[src/rtl/lcd_tg_pkg.sv]
package lcd_tg_pkg;

  // Fixed by the 32-bit word packing: two 16-bit halves per word.
  localparam int FIELD_W = 16;
  localparam int CNT_W   = FIELD_W + 2;   // room for act + pre + post
  localparam int AXES    = 2;             // 0: horizontal, 1: vertical
  localparam int CTRL_W  = 6;

  // Control word bit positions.
  localparam int CB_EN       = 0;
  localparam int CB_HS_INV   = 1;
  localparam int CB_VS_INV   = 2;
  localparam int CB_DE_INV   = 3;
  localparam int CB_CK_INV   = 4;
  localparam int CB_EVT_TAIL = 5;

  // Geometry of one axis.
  typedef struct packed {
    logic [FIELD_W-1:0] act;    // active pixels or lines
    logic [FIELD_W-1:0] pre;    // porch ahead of sync (upper half)
    logic [FIELD_W-1:0] post;   // porch from sync to active (lower half)
  } axis_cfg_t;

endpackage

[src/rtl/lcd_tg_axis.sv]
module lcd_tg_axis
  import lcd_tg_pkg::*;
(
  input  logic               clk,
  input  logic               rst,
  input  logic               en,
  input  logic               step,
  input  axis_cfg_t          cfg,
  output logic               sync_o,
  output logic               act_o,
  output logic               last_o,
  output logic [FIELD_W-1:0] pos_o
);

  logic [CNT_W-1:0] cnt_q;
  logic [CNT_W-1:0] last_val;
  logic [CNT_W-1:0] act_lo;
  logic [CNT_W-1:0] act_hi;

  // Period is act + pre + post + 1, so the final count is the plain sum.
  always_comb begin
    last_val = CNT_W'(cfg.act) + CNT_W'(cfg.pre) + CNT_W'(cfg.post);
    act_lo   = CNT_W'(cfg.post) + CNT_W'(1);
    act_hi   = act_lo + CNT_W'(cfg.act);
  end

  always_ff @(posedge clk) begin
    if (rst || !en) begin
      cnt_q <= '0;
    end else if (step) begin
      if (cnt_q == last_val) cnt_q <= '0;
      else                   cnt_q <= cnt_q + CNT_W'(1);
    end
  end

  always_comb begin
    sync_o = (cnt_q == '0);
    act_o  = (cnt_q >= act_lo) && (cnt_q < act_hi);
    last_o = (cnt_q == last_val);
    pos_o  = FIELD_W'(cnt_q - act_lo);
  end

endmodule

[src/rtl/lcd_tg_shadow.sv]
module lcd_tg_shadow
  import lcd_tg_pkg::*;
(
  input  logic                 clk,
  input  logic                 rst,
  input  logic                 en,
  input  logic                 frame_end,
  input  axis_cfg_t [AXES-1:0] live_i,
  output axis_cfg_t [AXES-1:0] cur_o
);

  // Tracks the live words while idle; otherwise reloads only as the
  // last clock of a frame retires, so the next frame sees one geometry.
  always_ff @(posedge clk) begin
    if (rst) begin
      cur_o <= '0;
    end else if (!en || frame_end) begin
      cur_o <= live_i;
    end
  end

endmodule

[src/rtl/lcd_tg_outreg.sv]
module lcd_tg_outreg
  import lcd_tg_pkg::*;
#(
  parameter int RGB_W = 24
) (
  input  logic               clk,
  input  logic               rst,
  input  logic               en,
  input  logic               hs_raw,
  input  logic               vs_raw,
  input  logic               de_raw,
  input  logic [CTRL_W-1:0]  ctrl,
  input  logic [FIELD_W-1:0] x_in,
  input  logic [FIELD_W-1:0] y_in,
  input  logic [RGB_W-1:0]   pix,
  input  logic [RGB_W-1:0]   blank,
  output logic               hs_o,
  output logic               vs_o,
  output logic               de_o,
  output logic               ck_inv_o,
  output logic [RGB_W-1:0]   rgb_o,
  output logic [FIELD_W-1:0] x_o,
  output logic [FIELD_W-1:0] y_o,
  output logic               evt_o
);

  logic hs_on;
  logic vs_on;
  logic de_on;
  logic vs_prev_q;
  logic edge_hit;

  always_comb begin
    hs_on = en && hs_raw;
    vs_on = en && vs_raw;
    de_on = en && de_raw;
    if (ctrl[CB_EVT_TAIL]) edge_hit = vs_prev_q && !vs_on;
    else                   edge_hit = !vs_prev_q && vs_on;
  end

  always_ff @(posedge clk) begin
    if (rst) begin
      hs_o      <= 1'b0;
      vs_o      <= 1'b0;
      de_o      <= 1'b0;
      ck_inv_o  <= 1'b0;
      rgb_o     <= '0;
      x_o       <= '0;
      y_o       <= '0;
      evt_o     <= 1'b0;
      vs_prev_q <= 1'b0;
    end else begin
      hs_o      <= hs_on ^ ctrl[CB_HS_INV];
      vs_o      <= vs_on ^ ctrl[CB_VS_INV];
      de_o      <= de_on ^ ctrl[CB_DE_INV];
      ck_inv_o  <= ctrl[CB_CK_INV];
      rgb_o     <= de_on ? pix : blank;
      x_o       <= de_on ? x_in : '0;
      y_o       <= de_on ? y_in : '0;
      evt_o     <= en && edge_hit;
      vs_prev_q <= vs_on;
    end
  end

endmodule

[src/rtl/lcd_timing_gen.sv]
module lcd_timing_gen
  import lcd_tg_pkg::*;
#(
  parameter int FRAME_W = 16,
  parameter int RGB_W   = 24
) (
  input  logic               clk,
  input  logic               rst,
  input  logic [31:0]        cfg_active_i,
  input  logic [31:0]        cfg_hporch_i,
  input  logic [31:0]        cfg_vporch_i,
  input  logic [CTRL_W-1:0]  cfg_ctrl_i,
  input  logic [RGB_W-1:0]   blank_rgb_i,
  input  logic [RGB_W-1:0]   pix_rgb_i,
  output logic               hsync_o,
  output logic               vsync_o,
  output logic               de_o,
  output logic               pclk_inv_o,
  output logic [RGB_W-1:0]   rgb_o,
  output logic [FIELD_W-1:0] pos_x_o,
  output logic [FIELD_W-1:0] pos_y_o,
  output logic [FRAME_W-1:0] frame_cnt_o,
  output logic               vsync_evt_o
);

  localparam int HI = 2 * FIELD_W - 1;
  localparam int LO = FIELD_W - 1;

  logic                 panel_en;
  logic                 frame_end;
  axis_cfg_t [AXES-1:0] live_cfg;
  axis_cfg_t [AXES-1:0] cur_cfg;
  logic [AXES-1:0]      step;
  logic [AXES-1:0]      sync;
  logic [AXES-1:0]      act;
  logic [AXES-1:0]      last;
  logic [FIELD_W-1:0]   pos [AXES];

  assign panel_en = cfg_ctrl_i[CB_EN];

  // Horizontal quantities are in the low half of each word, vertical in the high half.
  assign live_cfg[0] = '{act:  cfg_active_i[LO:0],
                         pre:  cfg_hporch_i[HI:FIELD_W],
                         post: cfg_hporch_i[LO:0]};
  assign live_cfg[1] = '{act:  cfg_active_i[HI:FIELD_W],
                         pre:  cfg_vporch_i[HI:FIELD_W],
                         post: cfg_vporch_i[LO:0]};

  lcd_tg_shadow u_shadow (
    .clk       (clk),
    .rst       (rst),
    .en        (panel_en),
    .frame_end (frame_end),
    .live_i    (live_cfg),
    .cur_o     (cur_cfg)
  );

  // The pixel axis advances every clock; the line axis advances when a line wraps.
  assign step[0] = 1'b1;
  assign step[1] = last[0];

  for (genvar a = 0; a < AXES; a++) begin : g_axis
    lcd_tg_axis u_axis (
      .clk    (clk),
      .rst    (rst),
      .en     (panel_en),
      .step   (step[a]),
      .cfg    (cur_cfg[a]),
      .sync_o (sync[a]),
      .act_o  (act[a]),
      .last_o (last[a]),
      .pos_o  (pos[a])
    );
  end

  assign frame_end = panel_en && last[0] && last[1];

  always_ff @(posedge clk) begin
    if (rst || !panel_en)  frame_cnt_o <= '0;
    else if (frame_end)    frame_cnt_o <= frame_cnt_o + FRAME_W'(1);
  end

  lcd_tg_outreg #(.RGB_W(RGB_W)) u_out (
    .clk      (clk),
    .rst      (rst),
    .en       (panel_en),
    .hs_raw   (sync[0]),
    .vs_raw   (sync[1]),
    .de_raw   (act[0] && act[1]),
    .ctrl     (cfg_ctrl_i),
    .x_in     (pos[0]),
    .y_in     (pos[1]),
    .pix      (pix_rgb_i),
    .blank    (blank_rgb_i),
    .hs_o     (hsync_o),
    .vs_o     (vsync_o),
    .de_o     (de_o),
    .ck_inv_o (pclk_inv_o),
    .rgb_o    (rgb_o),
    .x_o      (pos_x_o),
    .y_o      (pos_y_o),
    .evt_o    (vsync_evt_o)
  );

endmodule

[config.mk]
export PLATFORM = sky130hd
export DESIGN_NAME = lcd_timing_gen
export DESIGN_NICKNAME = d
export VERILOG_FILES = /design/src/rtl/lcd_tg_pkg.sv /design/src/rtl/lcd_tg_axis.sv /design/src/rtl/lcd_tg_shadow.sv /design/src/rtl/lcd_tg_outreg.sv /design/src/rtl/lcd_timing_gen.sv
export SDC_FILE = /design/constraint.sdc
export NUM_CORES = 1
export LEC_CHECK = 0
export BUFFER_PORTS_ARGS = -buffer_cell sky130_fd_sc_hd__buf_4
export CAP_MARGIN = 20
export CORE_MARGIN = 4
export CORE_UTILIZATION = 64
export CTS_CLUSTER_DIAMETER = 200
export DETAILED_ROUTE_END_ITERATION = 10
export PLACE_DENSITY = 0.95
export SYNTH_ARGS = -nofsm -noshare
export SYNTH_HDL_FRONTEND = slang
export SYNTH_SLANG_ARGS = --single-unit
[constraint.sdc]
create_clock -name clk -period 9.4 [get_ports clk]
set_clock_uncertainty 0.1 [all_clocks]
set_input_delay 1.88 -clock clk [delete_from_list [all_inputs] [get_ports clk]]
set_output_delay 1.88 -clock clk [all_outputs]
set_load 0.1 [all_outputs]
Word-level counts from Yosys, hierarchy flattened
Index checks and enable logic that the tools add are counted.
{"block": "classes", "addsub": 13, "n_mul": 0, "n_div": 0, "order_cmp": 4, "eq_ne": 2, "shift": 0, "n_mux": 3, "bitwise_logic": 4, "n_reduce_logical": 20}
{"op": "$add 17x16->18", "n": 2}
{"op": "$add 18x1->18 const B", "n": 2}
{"op": "$add 18x16->18", "n": 2}
{"op": "$eq 18x18->1", "n": 2}
{"op": "$ge 18x17->1", "n": 2}
{"op": "$logic_not 18->1", "n": 2}
{"op": "$lt 18x18->1", "n": 2}
{"op": "$add 16x1->17 const B", "n": 2}
{"op": "$add 16x16->17", "n": 2}
{"op": "$sub 16x16->16", "n": 2}
{"op": "$mux 24", "n": 1}
{"op": "$mux 18", "n": 1}
{"op": "$add 16x1->16 const B", "n": 1}
{"op": "$logic_and 1x1->1", "n": 11}
{"op": "$reduce_or 2->1", "n": 2}
{"op": "$logic_not 1->1", "n": 3}
{"op": "$xor 1x1->1", "n": 3}
{"op": "$logic_or 1x1->1", "n": 2}
{"op": "$mux 1", "n": 1}
{"op": "$not 1->1", "n": 1}
{"block": "totals", "reg_bits": 210, "latchBits": 0, "mem_bits_rw": 0, "rom_bits": 0, "inputBits": 152, "output_inout_bits": 77, "word_cells": 64, "memories": 0}

Longest topological paths before layout
{"block": "depth", "depth_word": 8, "depth_mapped": 25, "mapped_depth_nobuf": 23}

By module
From an unflattened synthesis, not the netlist that was laid out.
{"block": "unflattened", "cells_unflattened": 1798, "hier_area_um2": 16131.7}
{"module": "lcd_tg_axis (g_axis[0].u_axis)", "instances": 1, "cells_each": 543, "area_per_inst_um2": 4476.8, "seq_area_each_um2": 360.3}
{"module": "lcd_tg_axis (g_axis[1].u_axis)", "instances": 1, "cells_each": 529, "area_per_inst_um2": 4374.2, "seq_area_each_um2": 360.3}
{"module": "lcd_tg_shadow", "instances": 1, "cells_each": 436, "area_per_inst_um2": 4331.7, "seq_area_each_um2": 1921.8}
{"module": "lcd_tg_outreg", "instances": 1, "cells_each": 201, "area_per_inst_um2": 2177.1, "seq_area_each_um2": 1241.2}
{"module": "lcd_timing_gen", "instances": 1, "cells_each": 89, "area_per_inst_um2": 772.0, "seq_area_each_um2": 320.3}

Worst setup path before layout
Ideal clock, no wire load.
{"block": "synth_path", "path_kind": "reg-to-reg", "startpoint": "register u_shadow.cur_o[49] (netlist name)", "endpoint": "register u_out.x_o[3]", "setup_ns": 0.078, "arrival_ns": 4.851, "required_ns": 9.222, "slack_ns": 4.371, "path_stages_with_launch": 24, "path_buffers": 2, "synth_period_minus_slack_ns": 5.029, "cell_sequence": "dfxtp_1 ha_1 ha_1 a21o_1 a21oi_1 o21ai_0 a21o_1 a21oi_1 o21bai_1 a211oi_1 o21ai_0 a31oi_1 xor2_1 ha_1 a21oi_1 o22ai_1 nor4_1 o21ai_0 a2111oi_2 o311ai_1 or3_1 clkbuf_1 clkbuf_1 nor3_1"}
{"block": "synth_via", "elab_chain_len": 8, "word_cells_on_any_way": 9, "classes_between": "add/sub: 2; order compare: 2; bitwise: 1; reduce/logical: 4"}
{"item": "from (decl)", "line": "lcd_tg_shadow.sv:9", "source": "output axis_cfg_t [AXES-1:0] cur_o"}
{"item": "from (signal assigned)", "line": "lcd_tg_shadow.sv:18", "source": "cur_o <= live_i;"}
{"item": "$add 16x1->17 (*)", "line": "lcd_tg_axis.sv:23", "source": "act_lo = CNT_W'(cfg.post) + CNT_W'(1);"}
{"item": "$add 17x16->18", "line": "lcd_tg_axis.sv:24", "source": "act_hi = act_lo + CNT_W'(cfg.act);"}
{"item": "$lt 18x18->1", "line": "lcd_tg_axis.sv:38", "source": "act_o = (cnt_q >= act_lo) && (cnt_q < act_hi);"}
{"item": "$logic_and 1x1->1 (*)", "line": "lcd_tg_axis.sv:38"}
{"item": "$logic_and 1x1->1 (*)", "line": "lcd_timing_gen.sv:89", "source": ".de_raw (act[0] && act[1]),"}
{"item": "$logic_and 1x1->1 (*)", "line": "lcd_tg_outreg.sv:36", "source": "de_on = en && de_raw;"}
{"item": "$not 1->1 (no line) (*)"}
{"item": "$reduce_or 2->1 (no line) (*)"}
{"item": "to (signal assigned)", "line": "lcd_tg_outreg.sv:58", "source": "x_o <= de_on ? x_in : '0;"}
{"item": "to (decl)", "line": "lcd_tg_outreg.sv:22", "source": "output logic [FIELD_W-1:0] x_o,"}
Mark *: on every way between the ends. The rest lies on a longest branch, timed or not.
A chain may end at the register's enable or synchronous reset.

Final worst setup path
{"block": "layout_path", "startpoint": "register u_shadow.cur_o[49] (netlist name)", "endpoint": "register u_out.y_o[9]"}
{"block": "layout_via", "elab_chain_len": 8, "word_cells_on_any_way": 10, "classes_between": "add/sub: 3; order compare: 2; bitwise: 1; reduce/logical: 4"}
{"item": "$add 16x1->17 (*)", "line": "lcd_tg_axis.sv:23"}
{"item": "$add 17x16->18", "line": "lcd_tg_axis.sv:24"}
{"item": "$lt 18x18->1", "line": "lcd_tg_axis.sv:38"}
{"item": "$logic_and 1x1->1", "line": "lcd_tg_axis.sv:38"}
{"item": "$logic_and 1x1->1", "line": "lcd_timing_gen.sv:89"}
{"item": "$logic_and 1x1->1", "line": "lcd_tg_outreg.sv:36"}
{"item": "$not 1->1 (no line)"}
{"item": "$reduce_or 2->1 (no line)"}
{"item": "to (signal assigned)", "line": "lcd_tg_outreg.sv:59", "source": "y_o <= de_on ? y_in : '0;"}
{"item": "to (decl)", "line": "lcd_tg_outreg.sv:23", "source": "output logic [FIELD_W-1:0] y_o,"}
Marks and branches as above.

==> reports/qor.csv <==
metric,value,unit
status,finished clean,
Iteration-0 DRC Markers,1921,
Worst-path clk slew,0.06,ns
area grow syn2layout,16.82,%
DP HPWL,39.49,mm
Fillers,1767,
CTS Hold Buffers Added,0,
post-route ant nets,0,
Highest Clock Rate,149.9,MHz
setup TNS,0,ns
worst path bufs/invs,1,
Synth async-reset ratio,0,%
# diodes,0,
slew margin rel.,30.79,%
post-synthesis cell area,0.01590,mm²
Pre-antenna DRT Iters,8,
worst path cell trace,ha_1 -> xor2_1 -> ha_1 -> a21oi_1 -> o21ai_0 -> a21o_1 -> a21oi_1 -> o21bai_1 -> a211oi_1 -> o21ai_0 -> a31oi_1 -> xor2_1 -> ha_1 -> a21oi_1 -> o22ai_1 -> nor4_1 -> o21ai_0 -> a2111oi_2 -> o311ai_2 -> buf_4 -> or3_1 -> nor3_1,
Slew Limit Fails,0,
Peak VDD IR,0.1592,mV
die span in x,165.6,µm
critical path's slowest cell,or3_1,
Worst-Margin Slew,1.038,ns
Final Setup Violations,0,
crit path capture type,flop,
"commonest non-fill, non-tap cell in the layout",buf_4,
Routed WL,51.58,mm
number of remaining DRC errors,0,
port bufs,228,
P_leak,8.279,nW
CTS tree,done,
Starting Density,65.17,%
Power Total,0.002562,W
FP Rows,57,
Synth cell types,77,
"commonest cells after routing, fill and taps aside","buf_4, a21oi_1, dfxtp_1, ha_1, o21ai_0",
total CTS buffers,24,
layout cells sized above 1,14.38,%
Critical Path AT,7.01,ns
post-CTS sizing,0,
Crit Path Max Fanout,32,
Die Area,0.02742,mm²
WS Path Type,flop to flop,
largest net degree at the start of global routing,107,
Ys Warns,0,
min-delay worst type,flop to flop,
"Clk Latency, worst-skew pair",0.55,ns
syn avg cell area,7.858,µm²
utilization after layout,76.14,%
Syn Inst Count,2023,
core box area,0.02439,mm²
# Max-Cap Violations,0,
Area after DPL,0.01771,mm²
power per cell area,138.0,mW/mm²
syn_nets,2362,
clock tree buffer depth,3,
number of global-route vias before repair,15213,
max incr delay on CP,0.81,ns
Placer Congestion,0.9748,
CTS sink count,210,
#FFs+latches synth,210,
gr usage total,35.24,%
first-pass GRT wire length,80.38,mm
Synth Flop Type,dfxtp_1,
"Seq/Total Area, Yosys",26.45,%
WP data required,9.74,ns
Die Ht,165.6,µm
"Design Area, Final",0.01857,mm²
"CP delay by family, top",compound AO/OA/AOI/OAI gates,
critical path startpoint category,flop,
Setup Buffers After CTS,0,
clk root buf,clkbuf_16,
Routed WL per cell,20.35,µm
gr ovfl total,0,
post-route clock period utilization,70.96,%
antenna violations before repair,1,
number of flops mapped to enable cells by yosys,0,
Boundary Pins,229,
RSZ-0062 raised after global routing,no,
shortest period the worst path allows,6.670,ns
final net count,2533,
Final Hold Vio Count,0,
# H-tree levels,1,
vias per inst,6.421,
Via Count,16276,
## registers in the layout, summed over array words and instances, names as in the netlist, 16 cells and up
register / cells
u_shadow.cur_o: 96
g_axis.u_axis.cnt_q: 36
u_out.rgb_o: 24
frame_cnt_o: 16
u_out.x_o: 16
u_out.y_o: 16
## routing by layer
layer	up-vias	wire length (µm)	part of all wire [%]	track usage (%)
met3	134	6052	12	7.293
li1	7652	-	-	-
met2	961	22310	43	54.63
met4	2	1846	3.6	10.98
met5	-	13	0.025	0
met1	7527	21350	41	49.50
## worst reg2reg max path: stages (launching register included)
cell	delay, ns
dfxtp_1	0.46
ha_1	0.31
xor2_1	0.32
ha_1	0.34
a21oi_1	0.23
o21ai_0	0.13
a21o_1	0.21
a21oi_1	0.15
o21bai_1	0.15
a211oi_1	0.51
o21ai_0	0.21
a31oi_1	0.24
xor2_1	0.22
ha_1	0.28
a21oi_1	0.14
o22ai_1	0.09
nor4_1	0.30
o21ai_0	0.17
a2111oi_2	0.39
o311ai_2	0.18
buf_4	0.27
or3_1	0.81
nor3_1	0.38
## Yosys cell counts, drive strengths merged, types with 4 or more instances
library cell / instances / area share, %
a21boi: 7 / 0.33
fa: 8 / 1.0
nor4: 26 / 1.0
nand3: 166 / 5.2
and4: 8 / 0.44
and3: 23 / 0.91
o211a: 8 / 0.50
clkbuf: 56 / 1.3
o211ai: 16 / 0.85
or4: 5 / 0.24
and2: 13 / 0.51
xnor2: 104 / 5.7
nor3b: 4 / 0.19
nand4: 37 / 1.5
o31ai: 9 / 0.42
a21o: 38 / 1.8
o41ai: 5 / 0.28
nor3: 38 / 1.2
a211oi: 9 / 0.49
nand2b: 18 / 0.71
inv: 98 / 2.3
or2: 18 / 0.71
a2111oi: 6 / 0.49
buf: 37 / 1.1
or3: 15 / 0.59
xor2: 72 / 4.0
nor2b: 16 / 0.63
nor2: 141 / 3.3
o311ai: 5 / 0.28
mux2i: 16 / 1.0
o21ai: 186 / 5.9
o21bai: 20 / 0.94
o21a: 15 / 0.71
a31oi: 13 / 0.51
ha: 179 / 14
a21oi: 223 / 7.0
o22ai: 4 / 0.16
nand2: 106 / 2.5
dfxtp: 210 / 26
o2111ai: 4 / 0.22
## final cells by class
class | count | area (µm²) | area share, %
tap | 324 | 405.4 | 2.183
timing repair buffer | 238 | 1799 | 9.689
clock buffer | 31 | 666.9 | 3.591
clock inverter | 12 | 176.4 | 0.9500
inverter | 98 | 367.9 | 1.981
multi-input combinational | 1622 | 10950 | 58.97
sequential | 210 | 4204 | 22.64
## path summary, 6_finish.rpt
path | from | endpoint | slack, ns | cells past startpoint
hold / removal | u_shadow.cur_o[24] | u_shadow.cur_o[24] | 0.38 | 2
setup / recovery | u_shadow.cur_o[49] | u_out.y_o[9] | 2.73 | 22
hold reg to reg | u_shadow.cur_o[24] | u_shadow.cur_o[24] | 0.38 | 2
setup reg to reg | u_shadow.cur_o[49] | u_out.y_o[9] | 2.73 | 22
## power by group
part / leakage, nW / switching [W] / total, W / internal, W
Sequential: 1.72 / 0.0000348 / 0.000955 / 0.000920
Clock: 0.407 / 0.000405 / 0.000994 / 0.000589
Combinational: 6.15 / 0.000374 / 0.000613 / 0.000239
Total: 8.28 / 0.000813 / 0.00256 / 0.00175
## cells by family after synthesis
kind of cell	count (synthesis)	synth area share (%)
mux	18	1.149
simple gates	643	20.19
buf+inv	191	4.770
xor+xnor	176	9.697
fa+ha+maj	187	15.10
compound gates	598	22.65
flops	210	26.45
## per-stage QoR
| stage | hold slack (ns) | setup slack [ns] | cells |
|---|---|---|---|
| after detailed placement | 0.3670 | 2.975 | 2491 |
| after global routing | 0.3948 | 2.324 | 2535 |
| after floorplan | 0.3392 | 4.371 | 2023 |
| after global placement | 0.3568 | 3.018 | 2491 |
| after CTS | 0.3767 | 2.920 | 2534 |
| final | 0.3786 | 2.730 | 2535 |
Power figures use the tool's default switching activity.
